==> src/rtl/ptw_pkg.sv <==
package ptw_pkg;

   typedef enum logic [1:0] {
      FLT_NONE     = 2'd0,
      FLT_NONCANON = 2'd1,
      FLT_NOTPRES  = 2'd2,
      FLT_PROT     = 2'd3
   } ptw_fault_e;

   typedef enum logic [1:0] {
      PG_4K   = 2'd0,
      PG_2M   = 2'd1,
      PG_1G   = 2'd2,
      PG_RSVD = 2'd3
   } ptw_size_e;

   typedef enum logic [1:0] {
      S_IDLE  = 2'd0,
      S_ISSUE = 2'd1,
      S_WAIT  = 2'd2,
      S_DONE  = 2'd3
   } ptw_state_e;

   typedef struct packed {
      logic present;
      logic writable;
      logic user;
      logic big;
      logic noexec;
   } ptw_flags_t;

endpackage

==> src/rtl/ptw_entry_decode.sv <==
module ptw_entry_decode
   import ptw_pkg::*;
#(
   parameter int ENTRY_W  = 64,
   parameter int PA_W     = 52,
   parameter int PG_SHIFT = 12,
   parameter int BIT_P    = 0,
   parameter int BIT_W    = 1,
   parameter int BIT_U    = 2,
   parameter int BIT_PS   = 7,
   parameter int BIT_NX   = 63
) (
   input  logic [ENTRY_W-1:0] entry,
   output ptw_flags_t         flags,
   output logic [PA_W-1:0]    frame,
   output logic [PA_W-1:0]    next_base
);

   localparam logic [PA_W-1:0] FRAME_MASK = {{(PA_W-PG_SHIFT){1'b1}}, {PG_SHIFT{1'b0}}};

   if (BIT_P >= ENTRY_W || BIT_W >= ENTRY_W || BIT_U >= ENTRY_W ||
       BIT_PS >= ENTRY_W || BIT_NX >= ENTRY_W) begin : g_bad_bits
      $error("ptw_entry_decode: flag position outside entry");
   end

   logic unused_entry;
   assign unused_entry = ^entry;

   assign flags.present  = entry[BIT_P];
   assign flags.writable = entry[BIT_W];
   assign flags.user     = entry[BIT_U];
   assign flags.big      = entry[BIT_PS];
   assign flags.noexec   = entry[BIT_NX];

   assign frame     = entry[PA_W-1:0];
   assign next_base = entry[PA_W-1:0] & FRAME_MASK;

endmodule

==> src/rtl/ptw_addr_gen.sv <==
module ptw_addr_gen #(
   parameter int PA_W     = 52,
   parameter int IDX_W    = 9,
   parameter int PG_SHIFT = 12,
   parameter int LEVELS   = 4,
   parameter int ENTRY_W  = 64,
   localparam int VA_KEEP = PG_SHIFT + IDX_W * LEVELS,
   localparam int LVL_W   = $clog2(LEVELS + 1)
) (
   input  logic [VA_KEEP-1:0] va,
   input  logic [PA_W-1:0]    table_base,
   input  logic [LVL_W-1:0]   level,
   input  logic [PA_W-1:0]    leaf_frame,
   output logic [PA_W-1:0]    entry_addr,
   output logic [PA_W-1:0]    leaf_pa
);

   localparam int ENTRY_SHIFT = $clog2(ENTRY_W / 8);

   if (VA_KEEP > PA_W) begin : g_bad_va
      $error("ptw_addr_gen: index field wider than physical address");
   end

   logic [IDX_W-1:0] idx_arr  [1:LEVELS];
   logic [PA_W-1:0]  mask_arr [1:LEVELS];

   for (genvar g = 1; g <= LEVELS; g++) begin : g_lvl
      localparam int SH = PG_SHIFT + IDX_W * (g - 1);
      assign idx_arr[g]  = va[SH +: IDX_W];
      assign mask_arr[g] = {{(PA_W-SH){1'b0}}, {SH{1'b1}}};
   end

   logic [IDX_W-1:0] idx_sel;
   logic [PA_W-1:0]  mask_sel;

   always_comb begin
      idx_sel  = '0;
      mask_sel = '0;
      for (int i = 1; i <= LEVELS; i++) begin
         if (level == LVL_W'(i)) begin
            idx_sel  = idx_arr[i];
            mask_sel = mask_arr[i];
         end
      end
   end

   assign entry_addr = table_base + (PA_W'(idx_sel) << ENTRY_SHIFT);
   assign leaf_pa    = (leaf_frame & ~mask_sel) | (PA_W'(va) & mask_sel);

endmodule

==> src/rtl/ptw_rights.sv <==
module ptw_rights (
   input  logic clk,
   input  logic rst_n,
   input  logic clear,
   input  logic load,
   input  logic ent_user,
   input  logic ent_write,
   input  logic ent_nx,
   input  logic acc_user,
   input  logic acc_write,
   input  logic acc_exec,
   output logic prot_fault
);

   logic sum_u, sum_w, sum_nx;
   logic all_u, all_w, any_nx;

   always_ff @(posedge clk or negedge rst_n) begin
      if (!rst_n) begin
         sum_u  <= 1'b1;
         sum_w  <= 1'b1;
         sum_nx <= 1'b0;
      end else if (clear) begin
         sum_u  <= 1'b1;
         sum_w  <= 1'b1;
         sum_nx <= 1'b0;
      end else if (load) begin
         sum_u  <= sum_u & ent_user;
         sum_w  <= sum_w & ent_write;
         sum_nx <= sum_nx | ent_nx;
      end
   end

   assign all_u  = sum_u & ent_user;
   assign all_w  = sum_w & ent_write;
   assign any_nx = sum_nx | ent_nx;

   assign prot_fault = (acc_user & ~all_u) | (acc_write & ~all_w) | (acc_exec & any_nx);

   AST_NX_STICKY: assert property (@(posedge clk) disable iff (!rst_n)
      (sum_nx && !clear) |=> sum_nx);
   AST_USER_STICKY: assert property (@(posedge clk) disable iff (!rst_n)
      (!sum_u && !clear) |=> !sum_u);
   AST_WRITE_STICKY: assert property (@(posedge clk) disable iff (!rst_n)
      (!sum_w && !clear) |=> !sum_w);

endmodule

==> src/rtl/page_walker.sv <==
module page_walker
   import ptw_pkg::*;
#(
   parameter int VA_W         = 64,
   parameter int PA_W         = 52,
   parameter int ENTRY_W      = 64,
   parameter int IDX_W        = 9,
   parameter int PG_SHIFT     = 12,
   parameter int LEVELS       = 4,
   parameter int LEAF_MAX_LVL = 3,
   parameter int BIT_P        = 0,
   parameter int BIT_W        = 1,
   parameter int BIT_U        = 2,
   parameter int BIT_PS       = 7,
   parameter int BIT_NX       = 63,
   localparam int LVL_W       = $clog2(LEVELS + 1),
   localparam int VA_KEEP     = PG_SHIFT + IDX_W * LEVELS
) (
   input  logic               clk,
   input  logic               rst_n,
   input  logic               req_valid,
   output logic               req_ready,
   input  logic [VA_W-1:0]    req_va,
   input  logic [ENTRY_W-1:0] req_root,
   input  logic               req_write,
   input  logic               req_exec,
   input  logic               req_user,
   output logic               mem_req_valid,
   input  logic               mem_req_ready,
   output logic [PA_W-1:0]    mem_req_addr,
   input  logic               mem_rsp_valid,
   input  logic [ENTRY_W-1:0] mem_rsp_data,
   output logic               busy,
   output logic               done,
   output logic [PA_W-1:0]    done_pa,
   output logic [1:0]         done_size,
   output logic [1:0]         done_fault,
   output logic [LVL_W-1:0]   done_level
);

   localparam int CANON_MSB = VA_KEEP - 1;
   localparam int ENTRY_SHIFT = $clog2(ENTRY_W / 8);
   localparam logic [PA_W-1:0] FRAME_MASK = {{(PA_W-PG_SHIFT){1'b1}}, {PG_SHIFT{1'b0}}};

   if (CANON_MSB >= VA_W) begin : g_bad_canon
      $error("page_walker: index fields exceed virtual address width");
   end
   if (PA_W > ENTRY_W || PA_W <= PG_SHIFT) begin : g_bad_pa
      $error("page_walker: physical width inconsistent with entry width");
   end
   if ((ENTRY_W % 8) != 0 || (1 << ENTRY_SHIFT) * 8 != ENTRY_W) begin : g_bad_entry
      $error("page_walker: entry width must be a power-of-two byte count");
   end
   if (LEAF_MAX_LVL >= LEVELS || LEAF_MAX_LVL < 1) begin : g_bad_leaf
      $error("page_walker: large-page level range invalid");
   end

   ptw_state_e         state;
   logic [VA_KEEP-1:0] va_q;
   logic [PA_W-1:0]    base_q;
   logic [LVL_W-1:0]   level_q;
   logic               wr_q, ex_q, us_q;
   logic [PA_W-1:0]    pa_q;
   ptw_size_e          size_q;
   ptw_fault_e         fault_q;
   logic [LVL_W-1:0]   end_lvl_q;
   logic               rd_issued;

   logic unused_inputs;
   assign unused_inputs = ^{req_root, req_va};

   logic canon;
   assign canon = (&req_va[VA_W-1:CANON_MSB]) | ~(|req_va[VA_W-1:CANON_MSB]);

   logic accept;
   assign accept = (state == S_IDLE) && req_valid;

   ptw_flags_t      ent_f;
   logic [PA_W-1:0] ent_frame, ent_next;

   ptw_entry_decode #(
      .ENTRY_W(ENTRY_W), .PA_W(PA_W), .PG_SHIFT(PG_SHIFT),
      .BIT_P(BIT_P), .BIT_W(BIT_W), .BIT_U(BIT_U), .BIT_PS(BIT_PS), .BIT_NX(BIT_NX)
   ) u_dec (
      .entry    (mem_rsp_data),
      .flags    (ent_f),
      .frame    (ent_frame),
      .next_base(ent_next)
   );

   logic [PA_W-1:0] entry_addr, leaf_pa;

   ptw_addr_gen #(
      .PA_W(PA_W), .IDX_W(IDX_W), .PG_SHIFT(PG_SHIFT), .LEVELS(LEVELS), .ENTRY_W(ENTRY_W)
   ) u_addr (
      .va        (va_q),
      .table_base(base_q),
      .level     (level_q),
      .leaf_frame(ent_frame),
      .entry_addr(entry_addr),
      .leaf_pa   (leaf_pa)
   );

   logic rsp_take;
   assign rsp_take = (state == S_WAIT) && mem_rsp_valid;

   logic prot_fault;

   ptw_rights u_rights (
      .clk       (clk),
      .rst_n     (rst_n),
      .clear     (accept),
      .load      (rsp_take && ent_f.present),
      .ent_user  (ent_f.user),
      .ent_write (ent_f.writable),
      .ent_nx    (ent_f.noexec),
      .acc_user  (us_q),
      .acc_write (wr_q),
      .acc_exec  (ex_q),
      .prot_fault(prot_fault)
   );

   logic big_ok;
   if (LEAF_MAX_LVL >= 2) begin : g_big
      assign big_ok = (level_q >= LVL_W'(2)) && (level_q <= LVL_W'(LEAF_MAX_LVL));
   end else begin : g_no_big
      assign big_ok = 1'b0;
   end

   logic is_leaf;
   assign is_leaf = (level_q == LVL_W'(1)) || (ent_f.big && big_ok);

   always_ff @(posedge clk or negedge rst_n) begin
      if (!rst_n) begin
         state     <= S_IDLE;
         va_q      <= '0;
         base_q    <= '0;
         level_q   <= '0;
         wr_q      <= 1'b0;
         ex_q      <= 1'b0;
         us_q      <= 1'b0;
         pa_q      <= '0;
         size_q    <= PG_4K;
         fault_q   <= FLT_NONE;
         end_lvl_q <= '0;
         rd_issued <= 1'b0;
      end else begin
         case (state)
            S_IDLE: begin
               if (req_valid) begin
                  va_q      <= req_va[VA_KEEP-1:0];
                  base_q    <= req_root[PA_W-1:0] & FRAME_MASK;
                  level_q   <= LVL_W'(LEVELS);
                  wr_q      <= req_write;
                  ex_q      <= req_exec;
                  us_q      <= req_user;
                  rd_issued <= 1'b0;
                  if (canon) begin
                     state <= S_ISSUE;
                  end else begin
                     fault_q   <= FLT_NONCANON;
                     end_lvl_q <= '0;
                     pa_q      <= '0;
                     size_q    <= PG_4K;
                     state     <= S_DONE;
                  end
               end
            end
            S_ISSUE: begin
               if (mem_req_ready) begin
                  rd_issued <= 1'b1;
                  state     <= S_WAIT;
               end
            end
            S_WAIT: begin
               if (mem_rsp_valid) begin
                  if (!ent_f.present) begin
                     fault_q   <= FLT_NOTPRES;
                     end_lvl_q <= level_q;
                     pa_q      <= '0;
                     size_q    <= PG_4K;
                     state     <= S_DONE;
                  end else if (is_leaf) begin
                     fault_q   <= prot_fault ? FLT_PROT : FLT_NONE;
                     end_lvl_q <= level_q;
                     pa_q      <= leaf_pa;
                     size_q    <= ptw_size_e'(2'(level_q - LVL_W'(1)));
                     state     <= S_DONE;
                  end else begin
                     base_q  <= ent_next;
                     level_q <= level_q - LVL_W'(1);
                     state   <= S_ISSUE;
                  end
               end
            end
            default: state <= S_IDLE;
         endcase
      end
   end

   assign req_ready     = (state == S_IDLE);
   assign busy          = (state != S_IDLE);
   assign done          = (state == S_DONE);
   assign mem_req_valid = (state == S_ISSUE);
   assign mem_req_addr  = entry_addr;
   assign done_pa       = pa_q;
   assign done_size     = size_q;
   assign done_fault    = fault_q;
   assign done_level    = end_lvl_q;

   AST_ONE_INFLIGHT: assert property (@(posedge clk) disable iff (!rst_n)
      (mem_req_valid && mem_req_ready) |=> !mem_req_valid);
   AST_HOLD_REQ: assert property (@(posedge clk) disable iff (!rst_n)
      (mem_req_valid && !mem_req_ready) |=> (mem_req_valid && $stable(mem_req_addr)));
   AST_ENTRY_ALIGN: assert property (@(posedge clk) disable iff (!rst_n)
      mem_req_valid |-> (mem_req_addr[ENTRY_SHIFT-1:0] == '0));
   AST_NONCANON_NO_READ: assert property (@(posedge clk) disable iff (!rst_n)
      (done && done_fault == FLT_NONCANON) |-> !rd_issued);
   AST_DONE_PULSE: assert property (@(posedge clk) disable iff (!rst_n)
      done |=> (!done && req_ready));
   AST_PAGE_OFFSET: assert property (@(posedge clk) disable iff (!rst_n)
      (done && done_fault == FLT_NONE) |-> (done_pa[PG_SHIFT-1:0] == va_q[PG_SHIFT-1:0]));
   AST_LEVEL_RANGE: assert property (@(posedge clk) disable iff (!rst_n)
      (done && done_fault != FLT_NONCANON) |->
         (done_level >= LVL_W'(1) && done_level <= LVL_W'(LEVELS)));

endmodule

==> config.mk <==
export PLATFORM = sky130hd
export DESIGN_NAME = page_walker
export DESIGN_NICKNAME = d
export VERILOG_FILES = /design/src/rtl/ptw_pkg.sv /design/src/rtl/ptw_entry_decode.sv /design/src/rtl/ptw_addr_gen.sv /design/src/rtl/ptw_rights.sv /design/src/rtl/page_walker.sv
export SDC_FILE = /design/constraint.sdc
export NUM_CORES = 1
export LEC_CHECK = 0
export ABC_AREA = 1
export BUFFER_PORTS_ARGS = -buffer_cell sky130_fd_sc_hd__buf_2
export CORE_UTILIZATION = 46
export CTS_BUF_LIST = sky130_fd_sc_hd__clkbuf_8
export DETAILED_ROUTE_END_ITERATION = 16
export PLACE_DENSITY_LB_ADDON = 0.25
export SLEW_MARGIN = 30
export SYNTH_ARGS = -nofsm -noshare
export SYNTH_HDL_FRONTEND = slang
export SYNTH_SLANG_ARGS = --single-unit
==> constraint.sdc <==
create_clock -name clk -period 1.96 [get_ports clk]
set_input_delay 0.196 -clock clk [delete_from_list [all_inputs] [get_ports clk]]
set_output_delay 0.196 -clock clk [all_outputs]
set_load 0.05 [all_outputs]
# After elaboration in Yosys (flattened, before gate mapping)
# Index checks and enable logic that the tools add are counted.
dict set report totals {
  input_bits 200
  output_inout_bits 115
  elab_cells 120
  reg_bits 170
}
dict set report classes {
  add_sub_neg 2
  muxes 56
  reduce_logical 16
  n_bitwise 16
  eq_ne 14
  order_cmp 2
}
# op count
set op_table {}
lappend op_table {{$mux 52} 9}
lappend op_table {{$pmux 52 s2} 2}
lappend op_table {{$add 52x12->52} 1}
lappend op_table {{$and 52x52->52} 1}
lappend op_table {{$not 39->52} 1}
lappend op_table {{$or 52x52->52} 1}
lappend op_table {{$and 48x39->48} 1}
lappend op_table {{$mux 39} 1}
lappend op_table {{$mux 9} 4}
lappend op_table {{$mux 2} 17}
lappend op_table {{$mux 30} 1}
lappend op_table {{$mux 3} 9}
lappend op_table {{$mux 21} 1}
lappend op_table {{$reduce_and 17->1} 1}
lappend op_table {{$reduce_or 17->1} 1}
lappend op_table {{$mux 12} 1}
lappend op_table {{$pmux 3 s2} 2}
lappend op_table {{$ne 2x2->1 const B} 5}
lappend op_table {{$reduce_and 5->1} 2}
lappend op_table {{$pmux 2 s2} 2}
lappend op_table {{$eq 3x2->1 const B} 2}
lappend op_table {{$mux 1} 6}
lappend op_table {{$pmux 2 s3} 1}
lappend op_table {{$reduce_bool 2->1} 3}
lappend op_table {{other kinds (17)} 31}

# Longest topological paths before layout
dict set report logic_depth {
  ltp_word 12
  mapped_depth 14
  mapped_depth_nobuf 11
}

# Cells and area by module
# From an unflattened synthesis, not the netlist that was laid out.
dict set report hier_totals {
  cells_unflattened 1697
  hier_area_um2 11647.4
}
# module area_each_um2 cells_per_inst seq_area_each_um2 instances
set by_module_without_submodules {}
lappend by_module_without_submodules {page_walker 7448.4 905 4179.0 1}
lappend by_module_without_submodules {ptw_addr_gen 3236.9 664 0.0 1}
lappend by_module_without_submodules {ptw_entry_decode 822.0 110 0.0 1}
lappend by_module_without_submodules {ptw_rights 140.1 18 77.6 1}

# Worst setup path after synthesis
# Ideal clock, no wire load.
dict set report synth_path {
  path_kind {reg2out}
  start {register level_q[0]}
  end {output port mem_req_addr[11]}
  arrival_ns 2.319
  path_buffers 0
  t_required_ns 1.764
  path_slack_ns -0.555
  path_stages_with_launch 8
  cell_sequence {dfrtp_1 -> inv_1 -> ha_1 -> inv_1 -> nor2_2 -> nand2_1 -> and3_1 -> o21ai_0}
}
dict set report synth_between {
  elab_chain_len 6
  word_cells_on_any_way 9
  classes_between {add/sub: 1; eq/ne: 4; mux: 4}
}
# element line
set synth_rtl {}
lappend synth_rtl {{from (decl)} page_walker.sv:61} ;# logic [LVL_W-1:0] level_q;
lappend synth_rtl {{from (signal assigned)} page_walker.sv:153} ;# level_q <= LVL_W'(LEVELS);
lappend synth_rtl {{from (signal assigned)} page_walker.sv:191} ;# level_q <= level_q - LVL_W'(1);
lappend synth_rtl {{$eq 3x1->1} ptw_addr_gen.sv:40} ;# if (level == LVL_W'(i)) begin
lappend synth_rtl {{$mux 9 (3 in a row)} ptw_addr_gen.sv:40}
lappend synth_rtl {{$mux 9 (*)} ptw_addr_gen.sv:40}
lappend synth_rtl {{$add 52x12->52 (*)} ptw_addr_gen.sv:47} ;# assign entry_addr = table_base + (PA_W'(idx_sel) << ENTRY_SHIFT);
lappend synth_rtl {{to (decl)} page_walker.sv:30} ;# output logic [PA_W-1:0] mem_req_addr,
# Every way passes the cells marked *; elsewhere a longest branch is shown, timed or not.

# Worst setup path after layout
dict set report layout_path {
  start {register level_q[0]}
  end {register base_q[44]}
}
dict set report layout_between {
  elab_chain_len 6
  word_cells_on_any_way 8
  classes_between {order compare: 2; eq/ne: 2; reduce/logical: 4}
}
# element line
set layout_rtl {}
lappend layout_rtl {{$ge 3x2->1 or $le 3x2->1 (tied branches)} page_walker.sv:125} ;# assign big_ok = (level_q >= LVL_W'(2)) && (level_q <= LVL_W'(LEAF_MAX_LVL));
lappend layout_rtl {{$logic_and 1x1->1} page_walker.sv:125}
lappend layout_rtl {{$logic_and 1x1->1} page_walker.sv:131} ;# assign is_leaf = (level_q == LVL_W'(1)) || (ent_f.big && big_ok);
lappend layout_rtl {{$logic_or 1x1->1 (*)} page_walker.sv:131}
lappend layout_rtl {{$ne 2x2->1 (no line) (*)} n/a}
lappend layout_rtl {{$reduce_and 5->1 (no line) (*)} n/a}
lappend layout_rtl {{to (signal assigned)} page_walker.sv:152} ;# base_q <= req_root[PA_W-1:0] & FRAME_MASK;
lappend layout_rtl {{to (signal assigned)} page_walker.sv:190} ;# base_q <= ent_next;
lappend layout_rtl {{to (decl)} page_walker.sv:60} ;# logic [PA_W-1:0] base_q;
# Marks and branches as above.
# A chain may end at the register's enable or synchronous reset.

==> reports/results.tsv <==
metric	value	unit
syn_to_final_growth	54.26	%
status	finished, violations left	
drv_cap	0	
cts_tree	built	
via_per_inst	5.266	
clk_pin_slew	90	ps
met3RoutedLength	2152	um
power_leakage	6.447	nW
r2r_slack	-290	ps
worst_slack	-292.6	ps
yosys.area.top_type_share	0.4978	
hpwl	16960	um
synth-simple-area-share	0.3362	
violations	negative setup slack	
synth-main-ff-cell	dfrtp_1	
min_to	base_q[48]	
power	23.97	mW
fin_crit	2253	ps
synth_edf_count	0	
p_per_area	1982	mW/mm2
synth.area.top_cells	dfrtp_1 50%, nand2_1 19%, nand3_1 6.1%	
numCtsBuffers	17	
grt_overflow	0	
globalplace.congestion	0.8547	
timing.setup.tns	-22110	ps
drt_iter0_drc	702	
synth_top_family_by_area	simple AND/OR/NAND/NOR gates	
hold_path_class	in2reg	
stdcell_count	1662	
top_layer	met4	
hold_viol	0	
crit_slowest_cell	dfrtp_2	
grt_pass1_wl	40690	um
r2r-end	base_q[44]	
grt_max_degree	65	
fp.dieH	132.6	um
yosysWarnings	0	
synth_seq_cells	158	
hold_depth	3	
cp_max_fo	7	
firstDrtPassIters	6	
synthCells	1046	
wl_met1	12100	um
synth_mux_area_frac	0	
drive_gt1_frac	0.3380	
postPlaceCellArea	0.009691	mm2
crit_top_cell	buf_4	
peakVddDrop	0.001556	V
wl_per_cell	17.75	um
routed_wl	29490	um
ys_async_sr_fraction	1.000	
path_class	reg2reg	
finalCritPeriodShare	1.149	
r2r-start	level_q[0]	
die_x	132.6	um
avgSynthCellArea	7.498	um2
crit_required	2290	ps
dp_cells	1512	
fin_skew	11.91	ps
ant_nets	0	
path_cells	buf_6 > ha_4 > inv_2 > nor2_4 > buf_4 > buf_4 > buf_4 > nor2_4 > nand2_2 > nand2_8 > nand2_8 > clkbuf_16 > nand2_1 > nand3_1	
syn_area	0.007843	mm2
clock_path_buffers	2	
max_stage_delay	460	ps
synth.largest_area_cell	dfrtp_1	
pin_count	315	
synth_fa_ha_area_frac	0.007977	
yosysUniqueCellTypes	29	
initial_core_util	0.4712	
grt_pass1_vias	8045	
cts_sinks	158	
finalNetCount	1633	
reg2reg_depth	14	
drc	0	
grt_usage	0.2955	
die_area	0.01757	mm2
fin_util	0.7269	
max_freq	443.9	MHz
cp.arrival	2580	ps
worst_pin_slew	720.4	ps
numPortBuffers	276	
synth_compound_area_frac	0.08041	
setup_viol	111	
antenna_found_initial	1	
end_kind	register	
via_count	8752	
ys_seq_area_frac	0.5045	
ctsRootBufferMaster	clkbuf_8	
cp-start-kind	register	
rsz0062_at_grt	true	
core-area	0.01664	mm2
worst_skew_pair.late_latency	460	ps
max-slew-margin-rel	0.5190	
hold_start	mem_rsp_data[48]	
cts_htree_levels	4	
synth_xor_area_frac	0	
slew_viol_final	0	
final_cell_area	0.01210	mm2
met2_length	14420	um
fp-row-count	47	
synthesized netlist by cell type (all sizes together), types with 9 or more instances:
cell / instances
inv: 59
nor2: 91
a21oi: 18
o21ai: 83
dfrtp: 156
or2: 10
nor3: 11
a211oi: 9
nand2: 399
nand4: 26
nand3: 95
clkbuf: 37
buf: 31
cell families (layout without fill, tap and decap cells):
family / after synthesis / count (layout)
flip-flops: 158 / 158
buffers and inverters: 129 / 521
AND/OR/NAND/NOR: 634 / 635
adder cells (fa/ha/maj): 5 / 5
AO/OA/AOI/OAI: 119 / 119
other: 1 / 4
per-stage QoR:
| stage | worst slack [ps] | hold slack [ps] |
|---|---|---|
| after floorplan | 26.59 | -99.59 |
| after global routing | -341.3 | 5.174 |
| after CTS | -204.6 | 2.304 |
| after global placement | 85.15 | 175.7 |
| after detailed placement | 55.27 | 176.0 |
| final | -292.6 | 8.580 |
layer usage:
layer  up-vias  global-route usage
met5         -                   0
met1      4123              0.3951
met3        63             0.04713
met2       440              0.4865
li1       4126                   -
met4         0              0.1066
sequential cells by signal, summed over array words and instances (netlist names), 2 cells and up:
register	cells
done_fault	2
done_level	3
done_size	2
level_q	3
base_q	40
done_pa	52
state	2
va_q	48
layout by cell type (no fill, tap or decap), types with 10 or more instances in the layout:
cell           instances
inv_1                 53
dlygate4sd3_1         67
buf_2                266
or2_2                 10
buf_6                 22
dfrtp_1              154
nand4_1               26
o21ai_0               66
nor2_1                81
buf_12                17
nand3_1               85
clkbuf_8              19
nor3_1                11
clkbuf_16             12
nand2_1              383
buf_4                 34
o21ai_1               10
power by group:
group          switching (mW)  total, mW  internal (mW)
sequential               1.22       5.98           4.76
combinational            10.2       15.5           5.34
clock                    1.28       2.49           1.20
worst max-delay path: cells and delay by family (launching register included):
family / cells / cell delay [ps]
flops: 1 / 460
simple gates: 7 / 680
fa+ha+maj: 1 / 150
buf+inv: 6 / 810
repair_timing:
action,CTS,global route
gates resized for setup,89,83
gates cloned,4,21
hold buffers,67,0
endpoints found under the setup margin,9,110
endpoints found under the hold margin,109,0
pin swaps,11,12
buffers inserted,16,9
worst max path at each step:
stage                          start          endpoint  slack (ps)  cells past startpoint
final                     level_q[0]        base_q[44]        -290                     14
after global routing      level_q[0]       done_pa[51]        -340                     16
after CTS                 level_q[0]  mem_req_addr[11]        -200                      8
after detailed placement  level_q[0]       done_pa[13]          60                     12
after global placement    level_q[1]  mem_req_addr[11]          90                      9
after floorplan           level_q[0]  mem_req_addr[10]          30                      7
final cells by class:
cell class / instances / area [um2]
diodes: 1 / 2.502
clock buffers: 19 / 261.5
fillers: 1259 / 4544
flip-flops and latches: 158 / 3959
inverters: 61 / 241.5
multi-input cells: 762 / 3919
clock inverters: 13 / 138.9
well taps: 220 / 275.3
repair buffers: 428 / 3301
Note: power is estimated with default switching activity, not from simulation.
